`src/rtl/pm_cycle_counter.sv`:
```
module pm_cycle_counter #(
  parameter int DATA_W = 32,
  parameter int ID_W   = 8,
  parameter int PRE_W  = 6
) (
  input  logic              clk,
  input  logic              rst_n,
  input  logic [DATA_W-1:0] id_i,
  input  logic              bus_valid,
  input  logic              bus_write,
  input  logic              bus_addr,
  input  logic [DATA_W-1:0] bus_wdata,
  output logic              rd_valid,
  output logic [DATA_W-1:0] rd_data
);
  localparam logic [DATA_W-1:0] WMASK  = DATA_W'(32'h39);
  localparam int                B_RUN  = 0;
  localparam int                B_CLR  = 2;
  localparam int                B_SLOW = 3;

  logic [DATA_W-1:0] ctrl_q, cnt_q;
  logic [PRE_W-1:0]  pre_q;

  wire wr_ctl = bus_valid & bus_write & ~bus_addr;
  wire wr_cnt = bus_valid & bus_write &  bus_addr;
  wire wr_clr = wr_ctl & bus_wdata[B_CLR];
  wire run    = ctrl_q[B_RUN];
  wire tick   = run & (~ctrl_q[B_SLOW] | (&pre_q));

  always_ff @(posedge clk) begin
    if (!rst_n) begin
      ctrl_q <= {id_i[DATA_W-1 -: ID_W], {(DATA_W-ID_W){1'b0}}};
      cnt_q  <= '0;
      pre_q  <= '0;
      rd_valid <= 1'b0;
      rd_data  <= '0;
    end else begin
      if (wr_ctl) ctrl_q <= (ctrl_q & ~WMASK) | (bus_wdata & WMASK);
      if (wr_clr) begin
        cnt_q <= '0;
        pre_q <= '0;
      end else if (wr_cnt) begin
        cnt_q <= bus_wdata;
        pre_q <= '0;
      end else if (run) begin
        pre_q <= pre_q + PRE_W'(1);
        if (tick) cnt_q <= cnt_q + DATA_W'(1);
      end
      rd_valid <= bus_valid & ~bus_write;
      if (bus_valid & ~bus_write) rd_data <= bus_addr ? cnt_q : ctrl_q;
    end
  end


  hold_when_stopped_chk: assert property (@(posedge clk) disable iff (!rst_n)
    (!run && !wr_clr && !wr_cnt) |=> $stable(cnt_q));

  fast_step_chk: assert property (@(posedge clk) disable iff (!rst_n)
    (run && !ctrl_q[B_SLOW] && !wr_clr && !wr_cnt) |=> cnt_q == $past(cnt_q) + DATA_W'(1));

  slow_wait_chk: assert property (@(posedge clk) disable iff (!rst_n)
    (run && ctrl_q[B_SLOW] && !wr_clr && !wr_cnt && !(&pre_q)) |=> $stable(cnt_q));

  clear_zero_chk: assert property (@(posedge clk) disable iff (!rst_n)
    wr_clr |=> (cnt_q == '0 && !ctrl_q[B_CLR]));

  masked_write_chk: assert property (@(posedge clk) disable iff (!rst_n)
    wr_ctl |=> (ctrl_q & ~WMASK) == ($past(ctrl_q) & ~WMASK));

  load_value_chk: assert property (@(posedge clk) disable iff (!rst_n)
    (wr_cnt && !wr_clr) |=> cnt_q == $past(bus_wdata));
endmodule

```
`config.mk`:
```
export PLATFORM = sky130hd
export DESIGN_NAME = pm_cycle_counter
export DESIGN_NICKNAME = d
export VERILOG_FILES = /design/src/rtl/pm_cycle_counter.sv
export SDC_FILE = /design/constraint.sdc
export NUM_CORES = 1
export LEC_CHECK = 0
export ABC_AREA = 1
export CAP_MARGIN = 20
export CELL_PAD_IN_SITES_DETAIL_PLACEMENT = 1
export CELL_PAD_IN_SITES_GLOBAL_PLACEMENT = 1
export CORE_ASPECT_RATIO = 1.2
export CORE_MARGIN = 2
export CORE_UTILIZATION = 38
export CTS_CLUSTER_SIZE = 8
export DETAILED_ROUTE_END_ITERATION = 8
export PLACE_DENSITY_LB_ADDON = 0.1
export SYNTH_ARGS = -nofsm -noshare
export SYNTH_HDL_FRONTEND = slang
export SYNTH_SLANG_ARGS = --single-unit
```
`constraint.sdc`:
```
create_clock -name clk -period 3.2 [get_ports clk]
set_input_delay 0.64 -clock clk [delete_from_list [all_inputs] [get_ports clk]]
set_output_delay 0.64 -clock clk [all_outputs]
set_load 0.005 [all_outputs]
```
==> impl_summary.txt, run 1 <==
----------------------------------------------------
[Status]
  Run status ... complete, no violations

[GRT]
  Number of global-route vias before repair ... 4,466
  Global Route Usage Sum ... 0.236
  Number of antenna violations at the first check in global routing ... 0
  Pin count of the biggest net entering global routing ... 35
  First-pass GRT wire length ... 22.3 mm
  Total gr overflow ... 0

[Die]
  Chip height ... 120 µm
  Core region area ... 11,000 µm²
  Area of the die ... roughly 12,000 µm²
  Effective utilization at floorplan ... 0.388
  Ports placed on the boundary ... 102
  Die span in x ... ~100 µm
  Num rows ... 42

[Drt]
  Via count ... 4,323
  Average wire per cell in the routed design ... 16.7 µm
  Wire length after detailed routing ... 13.7 mm
  ANT nets after route ... 0
  DR iter-0 viols ... 125
  Remaining routing DRC violations ... 0
  Vias per inst ... 5.27
  First-pass iteration count of the detailed router ... 4

[STA]
  Least-Margin Pin Slew ... about 580 ps
  Largest clock skew in the final design ... a little over 8 ps
  Min Hold Slack ... 477 ps
  Max frequency ... 412 MHz
  Setup TNS Final ... 0 ps
  Worst Setup Slack, final ... 771 ps
  Min Tclk post-route ... about 2400 ps
  Setup repair after global routing missed its margin ... false
  Worst slew margin ... 0.615
  Post-route fraction of the period consumed by the critical path ... 0.759
  Final max-slew violation count ... 0
  Final Hold Violating Endpoints ... 0
  Finish-stage setup viols ... 0

[Yosys]
  Warning count from the yosys run ... 0
  #FFs+latches synth ... a little over 80
  Netlist area before placement ... 4260 µm²
  Net count after synthesis ... 682
  Post-synthesis sequential area ratio ... 0.409
  Number of distinct library cells after synthesis ... 35
  Gate Count Post-Synth ... 611
  Average size of a mapped cell ... 6.97 µm²

[Clock tree]
  CTS sink count ... 83
  Clock Tree Root ... clkbuf_16
  Clock insertion delay at the later pin of the skew report ... between 300 and 400 ps
  Number of H-tree branching levels ... 3
  Post CTS Setup Buffer Count ... 0
  Count of instances resized after the clock tree is built ... 0
  Worst-case clock buffer depth ... 2
  Clock tree from TritonCTS ... built
  Post-CTS Hold Buffers ... 0
  Clock Pin Slew Worst Setup and Hold Paths ... 70 ps
  Number of CTS-inserted buffers ... 9

[Setup path]
  Number of cells on the worst reg-to-reg path ... 11
  Reg2reg start ... pre_q[0]
  Kind of capture point of the worst setup path ... flip-flop
  Critical path launch point type ... input pin
  Setup CP Type ... input pin to flip-flop
  Data arrival at the endpoint of the critical path ... 2700 ps
  Worst R2R Setup Slack ... 1100 ps
  Terminus of the critical flop-to-flop path ... cnt_q[20]
  Worst Path Max Fanout ... 17
  Required @ worst endpoint ... 3480 ps

[Cells and area]
  Antenna fix cells ... 0
  Fin nets ... 754
  Filler cells ... 1,416
  Area overhead of the layout relative to synthesis ... 27.3%
  Fraction of final layout cells with drive strength greater than 1 ... 0.0901
  Fin cells ... 820

[Place]
  Minimum setup slack after placement ... slightly above 400 ps
  Port-buffer cells ... 77
  Half-perimeter wire length of the detailed placement result ... 10.2 mm
  Final RePlAce weighted congestion ... 0.851
  Cell Count Post-Placement ... 804

[Worst hold path]
  Hold Path Class ... flip-flop to flip-flop
  Worst-case hold path end point ... rd_data[5]
  Worst hold path stage count ... 2
  Startpoint of the tightest hold check path ... ctrl_q[5]

[Pwr]
  Static leakage ... 0.00196 µW
  VDD IR max ... 0.245 mV
  P per Cell Area ... 441 nW/µm²

[Job]
  Number of violations of the max-capacitance limit ... 0

----------------------------------------------------
## power by group
group	leakage (µW)	internal, µW	switching (µW)
combinational	0.00113	117	143
clock	0.000142	539	469
sequential	0.000687	1090	34.0
## layer usage
metal  part of all wire  vias up  global-route usage  wire length [µm]
li1                   -     2139                   -                 -
met1               0.43     2080               0.287              5910
met2               0.50       83               0.410              6880
met3              0.034       21              0.0425               472
met4              0.031        0              0.0865               419
met5                  0        -                   0                 0
## logic make-up (layout without fill, tap and decap cells)
kind of cell,count (synthesis),in the layout,share of synthesized area
xor gates and xnor gates,9,9,0.0185
AOI/OAI and AO/OA,119,119,0.153
adders and majority gates,2,2,0.00587
and+or+nand+nor,313,313,0.330
muxes,1,1,0.00235
buffers and inverters,84,161,0.0814
DFF,83,83,0.409
## sequential cells by signal, indices dropped and copies added (netlist names)
register,cells
rd_valid,1
pre_q,6
rd_data,32
ctrl_q,12
cnt_q,32
## how the worst max path moves through the flow
stage              start  slack, ps  depth (start not counted)        end
3_3_place_gp   bus_write        450                          8  cnt_q[20]
4_1_cts        bus_write        750                          7  cnt_q[30]
6_report       bus_write        770                          7  cnt_q[29]
3_5_place_dp   bus_write        400                          7  cnt_q[29]
5_1_grt        bus_write        520                          7  cnt_q[28]
2_1_floorplan  bus_valid       1650                          8  cnt_q[17]
## cell usage after synthesis (all sizes together)
library cell / n / area (µm²)
nor2: 81 / 399
inv: 58 / 220
xor2: 5 / 43.8
nand4: 3 / 18.8
nand2: 165 / 639
a21o: 1 / 7.51
dfxtp: 75 / 1500
clkbuf: 15 / 56.3
buf: 10 / 66.3
o31ai: 14 / 105
mux2i: 1 / 10.0
o21bai: 1 / 7.51
o21ai: 41 / 205
a21oi: 57 / 297
nor3: 1 / 16.3
nand3b: 3 / 22.5
edfxtp: 8 / 240
nor3b: 1 / 7.51
a31oi: 5 / 31.3
or2: 1 / 6.26
clkinv: 1 / 3.75
nand3: 58 / 295
ha: 2 / 25.0
xnor2: 4 / 35.0
## per-stage QoR
stage                     cell area, µm²   util  power (µW)
after global routing                5420  0.494        2500
after floorplan                     4260      -        1270
after CTS                           5420  0.494        2420
after global placement              5140  0.468        1400
after detailed placement            5140  0.468        1410
final                               5420  0.494        2390
## area by class of cell
cell class	instances	area, µm²	share of cell area
clock inverters	7	55.1	0.0102
flip-flops and latches	83	1740	0.321
multi-input cells	444	2170	0.401
clock buffers	9	225	0.0415
repair buffers	86	838	0.155
inverters	59	224	0.0413
well taps	132	165	0.0305
## cells in the final DEF (no fill, tap or decap), types with 2 or more instances in the layout
cell               n
a21oi_2            3
inv_6              5
nor2_1            65
ha_1               2
o31ai_1           14
clkbuf_16          9
nand2_1          159
dfxtp_1           75
xnor2_1            4
inv_4              2
inv_1             49
o21ai_1            2
a31oi_1            5
nor2_2             5
xor2_1             5
nand3_1           57
nand4_1            3
edfxtp_1           8
clkdlybuf4s50_1   77
o21ai_0           39
inv_2              8
nor2_4            11
a21oi_1           54
buf_4              9
nand2_2            5
nand3b_1           3
## critical path, stage by stage
cell and delay, ps:
clkdlybuf4s50_1 580, nand3_2 380, nand2_1 420, inv_1 320
nor2_1 180, nand2_1 70, a21oi_1 120
(Power assumes the default switching activity.)
==> inputs of run 2 (changes only) <==
--- a/config.mk
+++ b/config.mk
@@ -11,7 +11,7 @@
 export CELL_PAD_IN_SITES_GLOBAL_PLACEMENT = 1
 export CORE_ASPECT_RATIO = 1.2
 export CORE_MARGIN = 2
-export CORE_UTILIZATION = 38
+export CORE_UTILIZATION = 32
 export CTS_CLUSTER_SIZE = 8
 export DETAILED_ROUTE_END_ITERATION = 8
 export PLACE_DENSITY_LB_ADDON = 0.1
==> constraint.sdc (replaced) <==
create_clock -name clk -period 1.9 [get_ports clk]
set_input_delay 0.38 -clock clk [delete_from_list [all_inputs] [get_ports clk]]
set_output_delay 0.38 -clock clk [all_outputs]
set_load 0.005 [all_outputs]
==> impl_summary.txt, run 2 (synthesis results as in run 1) <==
----------------------------------------------------
[Drt]
  First-pass iteration count of the detailed router ... 4
  Wire length after detailed routing ... 13.6 mm
  ANT nets after route ... 0
  Vias per inst ... 4.93
  Via count ... 4,291
  Average wire per cell in the routed design ... 15.6 µm
  DR iter-0 viols ... 120
  Remaining routing DRC violations ... 0

[GRT]
  Total gr overflow ... 0
  Number of antenna violations at the first check in global routing ... 0
  First-pass GRT wire length ... 22.2 mm
  Global Route Usage Sum ... 0.204
  Pin count of the biggest net entering global routing ... 27
  Number of global-route vias before repair ... 4,438

[Pwr]
  P per Cell Area ... 762 nW/µm²
  Static leakage ... between 0.002 and 0.0025 µW
  VDD IR max ... ~0.34 mV
  Power after layout ... 4330 µW

[Die]
  Core region area ... 13,100 µm²
  Chip height ... 130 µm
  Die span in x ... 109 µm
  Ports placed on the boundary ... 102
  Num rows ... 46
  Area of the die ... approximately 14,000 µm²
  Effective utilization at floorplan ... 0.325

[STA]
  Finish-stage setup viols ... 0
  Setup repair after global routing missed its margin ... true
  Least-Margin Pin Slew ... 407 ps
  Min Hold Slack ... 463 ps
  Min Tclk post-route ... 1730 ps
  Post-route fraction of the period consumed by the critical path ... 0.910
  Largest clock skew in the final design ... 4.80 ps
  Max frequency ... 579 MHz
  Final Hold Violating Endpoints ... 0
  Final max-slew violation count ... 0
  Worst slew margin ... 0.728

[Cells and area]
  Fin nets ... 770
  Area overhead of the layout relative to synthesis ... 33.4%
  Top library cells by usage in the layout, fill and taps aside ... 159 x nand2_1, 77 x clkdlybuf4s50_1, 75 x dfxtp_1
  Antenna fix cells ... 0
  Fraction of final layout cells with drive strength greater than 1 ... 0.108
  Registers with the most flip-flops ... cnt_q: 32 flops, rd_data: 32 flops, ctrl_q: 12 flops
  Leading cell type in the layout, fill and taps excluded ... nand2_1
  Fraction of the core area covered by cells at the end of the flow ... 0.433

[Clock tree]
  CTS sink count ... 83
  Worst-case clock buffer depth ... 2
  Clock tree from TritonCTS ... built
  Number of H-tree branching levels ... 3
  Clock Tree Root ... clkbuf_16
  Clock Pin Slew Worst Setup and Hold Paths ... approximately 60 ps
  Number of CTS-inserted buffers ... 9
  Clock insertion delay at the later pin of the skew report ... 340 ps
  Post CTS Setup Buffer Count ... 0
  Count of instances resized after the clock tree is built ... 0

[Setup path]
  Setup CP Type ... flip-flop to flip-flop
  Data arrival at the endpoint of the critical path ... ~2000 ps
  Kind of capture point of the worst setup path ... flip-flop
  Worst Path Max Fanout ... 12
  Required @ worst endpoint ... 2150 ps
  Critical path launch point type ... flip-flop

[Place]
  Port-buffer cells ... 77
  Final RePlAce weighted congestion ... 0.921
  Half-perimeter wire length of the detailed placement result ... 10.2 mm

[Worst hold path]
  Hold Path Class ... flip-flop to flip-flop

[Job]
  Number of violations of the max-capacitance limit ... 0

[Status]
  Run status ... complete, no violations

----------------------------------------------------
==> run 2: cell count changes in the layout (fill, tap and decap cells not counted), sizes merged <==
cell    delta
clkinv     +1
clkbuf     +2
inv        -6
bufinv     +2
buf       +16
==> run 2: where the power goes <==
| group | switching [µW] | internal, µW |
|---|---|---|
| clock | 740 | 1230 |
| sequential | 56.5 | 1840 |
| combinational | 245 | 229 |
| total | 1040 | 3290 |
==> run 2: final cells by class <==
type	instances	area, µm²
clock buffers	11	254
repair buffers	102	1010
multi-input cells	444	2170
well taps	168	210
fillers	1685	7440
inverters	59	224
clock inverters	4	73.8
flip-flops and latches	83	1740
==> run 2: path summary, 6_finish.rpt <==
check	from	endpoint	slack, ps	cells past startpoint
setup reg to reg	pre_q[0]	cnt_q[20]	170	10
hold reg to reg	ctrl_q[5]	rd_data[5]	460	2
setup / recovery	pre_q[0]	cnt_q[20]	170	10
hold / removal	ctrl_q[5]	rd_data[5]	460	2
==> run 2: routing by layer <==
layer	global-route usage	wire length, µm	up-vias
met5	0	0	-
met4	0.0774	348	0
met3	0.0367	480	19
met2	0.359	6790	73
met1	0.246	5940	2038
li1	-	-	2161
==> run 2: metrics by stage <==
step | cells | area, µm² | worst slack [ps] | setup TNS [ps]
after floorplan | 611 | 4260 | 486 | 0
after global placement | 856 | 5360 | 62.7 | 0
after detailed placement | 856 | 5360 | 31.4 | 0
after CTS | 871 | 5680 | 132 | 0
after global routing | 871 | 5680 | -55.5 | -93.3
final | 871 | 5680 | 172 | 0
==> run 2: timing repair <==
action	in CTS	in global routing
endpoints found under the hold margin	0	0
hold buffers	0	0
endpoints found under the setup margin	0	4
==> run 2: critical path, stage by stage (launching register included) <==
cell,delay [ps]
dfxtp_1,320
ha_1,220
nand3_1,90
o21ai_1,60
nand2_1,120
nand2_1,100
inv_1,320
nand2_1,90
nand2_1,70
inv_1,50
a21oi_1,200
